===== src/rtl/dtt_pkg.sv =====
package dtt_pkg;
    typedef enum logic {ST_IDLE = 1'b0, ST_BUSY = 1'b1} tenure_st_e;

    localparam int VIOL_W       = 4;
    localparam int V_EARLY_ACK  = 0;
    localparam int V_LATE_ACK   = 1;
    localparam int V_STRAY_ERR  = 2;
    localparam int V_LONG_ERR   = 3;
endpackage


===== src/rtl/dtt_window.sv =====
module dtt_window #(
    parameter int RETRY_WIN = 2
) (
    input  logic clk,
    input  logic rst,
    input  logic open_i,
    input  logic act_i,
    output logic in_win_o
);
    localparam int CW = $clog2(RETRY_WIN + 1);
    localparam logic [CW-1:0] WLIM = CW'(RETRY_WIN);

    logic [CW-1:0] cnt_d, cnt_q;

    always_comb begin
        cnt_d = cnt_q;
        if (open_i)
            cnt_d = '0;
        else if (act_i && cnt_q < WLIM)
            cnt_d = cnt_q + 1'b1;
    end

    always_ff @(posedge clk) begin
        if (rst) cnt_q <= WLIM;
        else     cnt_q <= cnt_d;
    end

    assign in_win_o = act_i && (cnt_q < WLIM);

    a_r6_win_only_busy: assert property (@(posedge clk) disable iff (rst)
        in_win_o |-> act_i);
    a_r6_win_restarts: assert property (@(posedge clk) disable iff (rst)
        open_i |=> (cnt_q == '0));
endmodule


===== src/rtl/dtt_beat_ctrl.sv =====
module dtt_beat_ctrl
    import dtt_pkg::*;
#(
    parameter int BEATS = 4
) (
    input  logic             clk,
    input  logic             rst,
    input  logic             start_i,
    input  logic             burst_i,
    input  logic             ta_i,
    input  logic             tea_i,
    input  logic             artry_i,
    input  logic             retry_en_i,
    input  logic             in_win_i,
    output logic             act_o,
    output logic             cap_o,
    output logic [$clog2(BEATS)-1:0] beat_o,
    output logic             done_o,
    output logic             err_o,
    output logic             abort_o
);
    localparam int IDX_W = $clog2(BEATS);
    localparam logic [IDX_W-1:0] LAST_IDX = IDX_W'(BEATS - 1);

    typedef struct packed {
        tenure_st_e       st;
        logic [IDX_W-1:0] idx;
        logic             burst;
        logic             cap;
        logic [IDX_W-1:0] beat;
        logic             done;
        logic             err;
        logic             abort;
    } ctrl_s;

    ctrl_s d, q;
    logic  gate;
    logic  final_beat;

    assign gate       = retry_en_i && in_win_i;
    assign final_beat = !q.burst || (q.idx == LAST_IDX);

    always_comb begin
        d       = q;
        d.cap   = 1'b0;
        d.done  = 1'b0;
        d.err   = 1'b0;
        d.abort = 1'b0;
        case (q.st)
            ST_IDLE: begin
                if (start_i) begin
                    d.st    = ST_BUSY;
                    d.idx   = '0;
                    d.burst = burst_i;
                end
            end
            ST_BUSY: begin
                if (gate && artry_i) begin
                    d.st    = ST_IDLE;
                    d.abort = 1'b1;
                end else if (tea_i) begin
                    d.st  = ST_IDLE;
                    d.err = 1'b1;
                end else if (ta_i && !gate) begin
                    d.cap  = 1'b1;
                    d.beat = q.idx;
                    if (final_beat) begin
                        d.st   = ST_IDLE;
                        d.done = 1'b1;
                    end else begin
                        d.idx = q.idx + 1'b1;
                    end
                end
            end
            default: d.st = ST_IDLE;
        endcase
    end

    always_ff @(posedge clk) begin
        if (rst) begin
            q <= '{st: ST_IDLE, idx: '0, burst: 1'b0, cap: 1'b0,
                   beat: '0, done: 1'b0, err: 1'b0, abort: 1'b0};
        end else begin
            q <= d;
        end
    end

    assign act_o   = (q.st == ST_BUSY);
    assign cap_o   = q.cap;
    assign beat_o  = q.beat;
    assign done_o  = q.done;
    assign err_o   = q.err;
    assign abort_o = q.abort;

    a_r2_cap_needs_ack: assert property (@(posedge clk) disable iff (rst)
        $rose(cap_o) |-> $past(ta_i));
    a_r3_single_beat0: assert property (@(posedge clk) disable iff (rst)
        (cap_o && !q.burst) |-> (beat_o == '0));
    a_r4_done_releases: assert property (@(posedge clk) disable iff (rst)
        done_o |-> !act_o);
    a_r5_err_ends: assert property (@(posedge clk) disable iff (rst)
        (act_o && tea_i && !(gate && artry_i)) |=> (err_o && !act_o && !cap_o));
    a_r5_single_term: assert property (@(posedge clk) disable iff (rst)
        $countones({done_o, err_o, abort_o}) <= 1);
endmodule


===== src/rtl/dtt_monitor.sv =====
module dtt_monitor
    import dtt_pkg::*;
(
    input  logic              clk,
    input  logic              rst,
    input  logic              ta_i,
    input  logic              tea_i,
    input  logic              act_i,
    input  logic              gate_i,
    input  logic              done_i,
    output logic [VIOL_W-1:0] viol_o
);
    logic [VIOL_W-1:0] viol_d, viol_q;
    logic              tea_prev_d, tea_prev_q;

    always_comb begin
        viol_d               = '0;
        viol_d[V_EARLY_ACK]  = act_i && gate_i && ta_i;
        viol_d[V_LATE_ACK]   = done_i && ta_i;
        viol_d[V_STRAY_ERR]  = tea_i && !act_i;
        viol_d[V_LONG_ERR]   = tea_i && tea_prev_q;
        tea_prev_d           = tea_i;
    end

    always_ff @(posedge clk) begin
        if (rst) begin
            viol_q     <= '0;
            tea_prev_q <= 1'b0;
        end else begin
            viol_q     <= viol_d;
            tea_prev_q <= tea_prev_d;
        end
    end

    assign viol_o = viol_q;

    a_r10_long_err: assert property (@(posedge clk) disable iff (rst)
        (tea_prev_q && tea_i) |=> viol_o[V_LONG_ERR]);
    a_r9_stray_err: assert property (@(posedge clk) disable iff (rst)
        (tea_i && !act_i) |=> viol_o[V_STRAY_ERR]);
endmodule


===== src/rtl/dtenure_tracker.sv =====
module dtenure_tracker
    import dtt_pkg::*;
#(
    parameter int BEATS     = 4,
    parameter int RETRY_WIN = 2,
    localparam int IDX_W    = $clog2(BEATS)
) (
    input  logic              clk,
    input  logic              rst,
    input  logic              start_i,
    input  logic              burst_i,
    input  logic              retry_en_i,
    input  logic              ta_n_i,
    input  logic              tea_n_i,
    input  logic              artry_n_i,
    output logic              dbb_n_o,
    output logic              cap_o,
    output logic [IDX_W-1:0]  beat_o,
    output logic              done_o,
    output logic              err_o,
    output logic              mcheck_o,
    output logic              abort_o,
    output logic [VIOL_W-1:0] viol_o
);
    logic ta, tea, artry;
    logic act, in_win, done;

    // pins are active low; the core works on active-high copies
    assign ta    = ~ta_n_i;
    assign tea   = ~tea_n_i;
    assign artry = ~artry_n_i;

    dtt_window #(.RETRY_WIN(RETRY_WIN)) u_win (
        .clk      (clk),
        .rst      (rst),
        .open_i   (start_i && !act),
        .act_i    (act),
        .in_win_o (in_win)
    );

    dtt_beat_ctrl #(.BEATS(BEATS)) u_ctrl (
        .clk        (clk),
        .rst        (rst),
        .start_i    (start_i),
        .burst_i    (burst_i),
        .ta_i       (ta),
        .tea_i      (tea),
        .artry_i    (artry),
        .retry_en_i (retry_en_i),
        .in_win_i   (in_win),
        .act_o      (act),
        .cap_o      (cap_o),
        .beat_o     (beat_o),
        .done_o     (done),
        .err_o      (err_o),
        .abort_o    (abort_o)
    );

    dtt_monitor u_mon (
        .clk    (clk),
        .rst    (rst),
        .ta_i   (ta),
        .tea_i  (tea),
        .act_i  (act),
        .gate_i (retry_en_i && in_win),
        .done_i (done),
        .viol_o (viol_o)
    );

    assign done_o   = done;
    assign mcheck_o = err_o;
    assign dbb_n_o  = ~act;

    a_r12_busy_pin: assert property (@(posedge clk) disable iff (rst)
        (start_i && dbb_n_o) |=> !dbb_n_o);
endmodule


===== config.mk =====
export PLATFORM = sky130hd
export DESIGN_NAME = dtenure_tracker
export DESIGN_NICKNAME = d
export VERILOG_FILES = /design/src/rtl/dtt_pkg.sv /design/src/rtl/dtt_window.sv /design/src/rtl/dtt_beat_ctrl.sv /design/src/rtl/dtt_monitor.sv /design/src/rtl/dtenure_tracker.sv
export SDC_FILE = /design/constraint.sdc
export NUM_CORES = 1
export LEC_CHECK = 0
export BUFFER_PORTS_ARGS = -buffer_cell sky130_fd_sc_hd__buf_4
export CELL_PAD_IN_SITES_DETAIL_PLACEMENT = 2
export CELL_PAD_IN_SITES_GLOBAL_PLACEMENT = 2
export CORE_MARGIN = 8
export CORE_UTILIZATION = 29
export CTS_CLUSTER_DIAMETER = 30
export CTS_CLUSTER_SIZE = 25
export DETAILED_ROUTE_END_ITERATION = 16
export PLACE_DENSITY = 0.81
export SLEW_MARGIN = 20
export SYNTH_ARGS = -nofsm -noshare
export SYNTH_HDL_FRONTEND = slang
export SYNTH_SLANG_ARGS = --single-unit
export TNS_END_PERCENT = 1

===== constraint.sdc =====
create_clock -name clk -period 1.54 [get_ports clk]
set_input_delay 0.154 -clock clk [delete_from_list [all_inputs] [get_ports clk]]
set_output_delay 0.154 -clock clk [all_outputs]
set_load 0.005 [all_outputs]

==> flow_summary.yaml, run 1 <==
placed_design:
  dp.cells: 111
  placed_cell_area_sq_um: 841
  place_congestion: 0.726
  io_buffers: 19
  hpwl_mm: 1.49
yosys:
  async_flop_share_pct: 0
  synth_flop_cell: "dfxtp_1"
  synth_mux_area_share_pct: 4.33
  synth_nets: 77
  yosysTopAreaCellShare_pct: 49.1
  syn_inst: 68
  netlist_top_cells_area: "dfxtp_1 49%, a21oi_1 4.3%, mux2i_1 4.3%, nor2_1 4.3%, buf_4 3.2%"
  synth-simple-area-share_pct: 25.6
  synth_area_sq_um: 693
  yosysMostFrequentCell: "dfxtp_1"
  avgSynthCellArea_sq_um: 10.2
  synth_top_family_by_area: "simple AND/OR/NAND/NOR gates"
  ys_types: 29
  synth_edf_count: 0
  synthTopCellsByCount: "17 x dfxtp_1, 8 x nor2_1, 6 x a21oi_1, 4 x nor3_1"
  synth_top_area_cell: "dfxtp_1"
  ys_seq_elements: 17
  seq_area_frac_synth_pct: 49.1
  synth_xor_area_share_pct: 0
  yosysWarnings: 0
  synth-adder-area-share_pct: 1.81
  synth_compound_area_share_pct: 12.6
clock_tree:
  cts_num_sinks: 17
  htreeDepth: 1
  cts_hold_buf: 0
  clk_latency_ns: 0.30
  cts_tree: "built"
  root_buffer: "clkbuf_4"
  cts_buffers: 3
  cts_buffer_depth: 2
  clk_pin_slew_ns: 0.11
floorplanning:
  dieArea_sq_mm: 0.00421
  io-pin-count: 20
  rows: 17
  chipWidth_um: 64.9
  start_util_pct: 31.0
  die_y_um: 64.9
  fp.coreArea_sq_mm: 0.00223
global_routing:
  antenna_found_initial: 0
  grt_usage_pct: 9.61
  grt_pass1_vias: 634
  overflow: 0
  grt_pass1_wl_mm: 3.09
  grt_max_degree: 17
setup_path:
  cp-end-kind: "flip-flop"
  critical_path_class: "reg -> reg"
  critPathLaunchType: "flip-flop"
  cp_max_fo: 5
  critical-path-max-stage-delay_ns: 0.47
  r2r_cells: 4
  critPathBufInv: 0
  cp.arrival_ns: 1.73
  timing.rr.start: "u_win.cnt_q[1]"
  cp_cell_sequence: "and2b_1 > nor2_1 > or4b_1 > a21oi_1"
  r2r_end: "u_ctrl.q[7]"
  reg2reg_slack_ns: 0.04
  crit_family: "simple AND/OR/NAND/NOR gates"
  cp.required_ns: 1.77
  cpMaxStageDelayCell: "or4b_1"
routing:
  drt-total-wl_mm: 1.89
  ant_nets: 0
  num_vias: 579
  viasPerCell: 4.95
  drc_errors: 0
  routedWlPerCell_um: 16.2
  first_pass_iters: 3
  drtIter0Drc: 4
pwr:
  leakage_nw: 0.389
  power_density_mw_per_mm2: 914
  ir_drop_uv: 378
min_path:
  hold_depth: 2
  holdPathEnd: "u_mon.viol_o[1]"
  worstHoldPathType: "in -> reg"
  hp-start: "ta_n_i"
cells_and_area:
  fin_util_pct: 40.0
  antenna_cells: 0
  drive_gt1_share_pct: 37.1
  fin_cells: 117
  final_nets: 99
  fin_area_sq_um: 893
  fillers: 251
  area_growth_pct: 28.9
sta:
  setup-violations-final: 0
  tightest_slew_ns: 0.364
  slew_headroom_pct: 75.1
  max_freq_mhz: 667
  final.period_utilization_pct: 97.3
  fin_setup_tns_ns: 0
  rsz0062_at_grt: "false"
  hold_violations: 0
  report.final.slew_viol_count: 0
  finalCriticalPeriod_ns: 1.50
  finalClockSkew_ns: 0.0113
job:
  drv_cap: 0
run_status:
  outcome: "finished, final reports clean"
[worst register-to-register path: stages (launching register included)]
cell and delay, ns:
dfxtp_1 0.41, and2b_1 0.24, nor2_1 0.17, or4b_1 0.47
a21oi_1 0.15
[logic make-up (layout without fill, tap and decap cells)]
| family | count (synthesis) | count (layout) |
|---|---|---|
| AOI/OAI and AO/OA | 12 | 12 |
| adders and majority gates | 1 | 1 |
| buffers and inverters | 7 | 28 |
| DFF | 17 | 17 |
| muxes | 3 | 3 |
| and+or+nand+nor | 28 | 28 |
[sequential cells by signal, summed over array words and instances (netlist names)]
name and count:
u_mon.tea_prev_q 1, u_ctrl.q 3, u_ctrl.cap_o 1, u_ctrl.abort_o 1, u_ctrl.err_o 1, u_ctrl.beat_o 2, u_mon.viol_o 4, u_ctrl.act_o 1
u_ctrl.done_o 1, u_win.cnt_q 2
[worst max-delay path by stage]
stage                         from     endpoint  cells after the start
CTS                    u_ctrl.q[7]  u_ctrl.q[7]                      5
global route           u_ctrl.q[7]  u_ctrl.q[7]                      5
floorplan              u_ctrl.q[7]  u_ctrl.q[7]                      5
finish              u_win.cnt_q[1]  u_ctrl.q[7]                      4
detailed placement     u_ctrl.q[7]  u_ctrl.q[7]                      5
global placement       u_ctrl.q[7]  u_ctrl.q[7]                      5
[power by group]
part           total, W  leakage, nW  internal (W)  switching, W
logic          0.000105        0.232     0.0000525     0.0000527
clock network  0.000250       0.0177     0.0000967      0.000153
registers      0.000461        0.139      0.000453    0.00000845
total          0.000817        0.389      0.000602      0.000214
[layout by cell type, fill, tap and decap left out, types with 2 or more instances in the layout]
cell and instances:
buf_4 22, inv_1 2, o21ai_0 2, nor3_1 4, dfxtp_1 16, nor2_1 8
mux2i_1 3, a21oi_1 5, clkbuf_4 3
[routing by layer]
layer	vias up	track usage [%]	wire length, um
li1	276	-	-
met5	-	0	0
met2	13	17.8	972
met3	6	3.09	94
met4	0	6.27	62
met1	284	8.86	765
[timing repair]
action,4_1_cts,5_1_grt
hold endpoints to repair,0,0
endpoints found under the setup margin,1,2
resized for setup,3,1
buffers inserted,1,1
[final cells by class]
type	instances	area (sq um)	share of cell area (%)
Tap cell	28	35.0	3.92
Sequential cell	17	342	38.2
Inverter	2	7.51	0.840
Multi-Input combinational cell	44	317	35.4
Clock inverter	1	5.00	0.560
Timing Repair Buffer	22	165	18.5
Clock buffer	3	22.5	2.52
[through the flow]
step	worst slack [ns]	power (W)	hold slack, ns
after CTS	0.00300	0.000817	0.0454
after global routing	0.0198	0.000849	0.0345
after global placement	0.0127	0.000563	0.354
after detailed placement	-0.0641	0.000569	0.363
after floorplan	0.153	0.000524	0.228
final	0.0412	0.000817	0.0484
(Power assumes the default switching activity.)
==> run 2: changes to the inputs <==
Settings changed: RECOVER_POWER set to 50.
==> flow_summary.yaml, run 2 (same netlist as run 1, synthesis figures left out) <==
global_routing:
  grt_pass1_wl_mm: 3.09
  grt_usage_pct: 9.61
  antenna_found_initial: 0
  grt_max_degree: 17
  grt_pass1_vias: 634
  overflow: 0
clock_tree:
  cts_tree: "built"
  cts_buffer_depth: 2
  clk_pin_slew_ns: 0.11
  htreeDepth: 1
  clk_latency_ns: 0.30
  cts_num_sinks: 17
  cts_buffers: 3
  root_buffer: "clkbuf_4"
setup_path:
  r2r_end: "u_ctrl.q[7]"
  cp-end-kind: "flip-flop"
  critical_path_class: "reg -> reg"
  cp.required_ns: 1.76
  r2r_cells: 4
  timing.rr.start: "u_win.cnt_q[1]"
  cp_max_fo: 5
  critPathLaunchType: "flip-flop"
  cp.arrival_ns: 1.72
  reg2reg_slack_ns: 0.04
routing:
  drc_errors: 0
  routedWlPerCell_um: 16.1
  drtIter0Drc: 3
  first_pass_iters: 2
  ant_nets: 0
  drt-total-wl_mm: 1.88
  viasPerCell: 4.97
  num_vias: 582
floorplanning:
  io-pin-count: 20
  die_y_um: 64.9
  fp.coreArea_sq_mm: 0.00223
  dieArea_sq_mm: 0.00421
  rows: 17
  start_util_pct: 31.0
  chipWidth_um: 64.9
pwr:
  fin_total_pwr_w: 0.000810
  switching_share_pct: 26.0
  clock_power_share_pct: 30.4
  power_density_mw_per_mm2: 918
  p_int_w: 0.000599
  seqPwrFrac_pct: 56.9
  leakage_nw: 0.372
  power_frac_comb_pct: 12.7
  power_switching_w: 0.000210
  ir_drop_uv: 375
cells_and_area:
  antenna_cells: 0
  fin_util_pct: 39.5
  final_common_cell: "dfxtp_1"
  largest_reg_flops: 4
  final_nets: 99
  fin_area_sq_um: 882
  drive_gt1_share_pct: 33.7
  area_growth_pct: 27.3
  mostFrequentLayoutCells: "16 x dfxtp_1, 11 x clkbuf_4, 11 x buf_4"
sta:
  max_freq_mhz: 667
  finalClockSkew_ns: 0.0123
  rsz0062_at_grt: "false"
  final.period_utilization_pct: 97.3
  hold_ws_ns: 0.0549
  finalCriticalPeriod_ns: 1.50
  slew_headroom_pct: 53.4
  hold_violations: 0
  report.final.slew_viol_count: 0
  setup-violations-final: 0
  tightest_slew_ns: 0.699
min_path:
  hold_depth: 2
  holdPathEnd: "u_mon.viol_o[1]"
  worstHoldPathType: "in -> reg"
  hp-start: "ta_n_i"
job:
  drv_cap: 0
placed_design:
  placed_cell_area_sq_um: 841
  place_congestion: 0.726
  hpwl_mm: 1.49
  io_buffers: 19
run_status:
  outcome: "finished, final reports clean"
-- run 2: cell types whose count changed in the layout (fill, tap and decap cells not counted) --
cell      delta
buf_4       -11
buf_1        +1
clkbuf_4     +8
clkbuf_1     +2
-- run 2: how the worst max path moves through the flow --
stage	slack (ns)	start	cells after the start	to
after floorplan	0.15	u_ctrl.q[7]	5	u_ctrl.q[7]
after global placement	0.01	u_ctrl.q[7]	5	u_ctrl.q[7]
after detailed placement	-0.06	u_ctrl.q[7]	5	u_ctrl.q[7]
after CTS	0.003	u_ctrl.q[7]	5	u_ctrl.q[7]
after global routing	0.01	u_ctrl.q[7]	5	u_ctrl.q[7]
final	0.04	u_win.cnt_q[1]	4	u_ctrl.q[7]
-- run 2: metal layers --
metal,vias to the layer above,global-route usage (%),share of wire [%]
met1,287,8.86,39
li1,278,-,-
met2,13,17.8,53
met4,0,6.27,2.5
met3,4,3.09,4.9
met5,-,0,0
-- run 2: area by class of cell --
class	count	area, sq um
clock buffers	3	22.5
fillers	255	1350
multi-input cells	44	317
repair buffers	22	154
inverters	2	7.51
flip-flops and latches	17	342
well taps	28	35.0
clock inverters	1	5.00
-- run 2: repair_timing --
| item | CTS | global route |
|---|---|---|
| setup endpoints to repair | 1 | 2 |
| gates resized for setup | 3 | 1 |
| hold buffers | 0 | 0 |
| buffers inserted | 1 | 1 |
| hold endpoints to repair | 0 | 0 |
-- run 2: metrics by stage --
stage	instances	setup TNS, ns	setup WS [ns]
after floorplan	68	0	0.153
after global placement	111	0	0.0127
after detailed placement	111	-0.0641	-0.0641
after CTS	116	0	0.00300
after global routing	117	0	0.0115
final	117	0	0.0409
-- run 2: power by group through the flow --
stage / Sequential [W] / Clock, W / Combinational, W
2_1_floorplan: 0.000468 / 0 / 0.0000560
3_3_place_gp: 0.000470 / 0 / 0.0000928
3_5_place_dp: 0.000471 / 0 / 0.0000980
4_1_cts: 0.000461 / 0.000252 / 0.000104
5_1_grt: 0.000463 / 0.000272 / 0.000111
6_report: 0.000461 / 0.000246 / 0.000103
-- run 2: critical path, cell delays in order (launching register included) --
cell and delay, ns:
dfxtp_1 0.40, and2b_1 0.24, nor2_1 0.17, or4b_1 0.47
a21oi_1 0.14
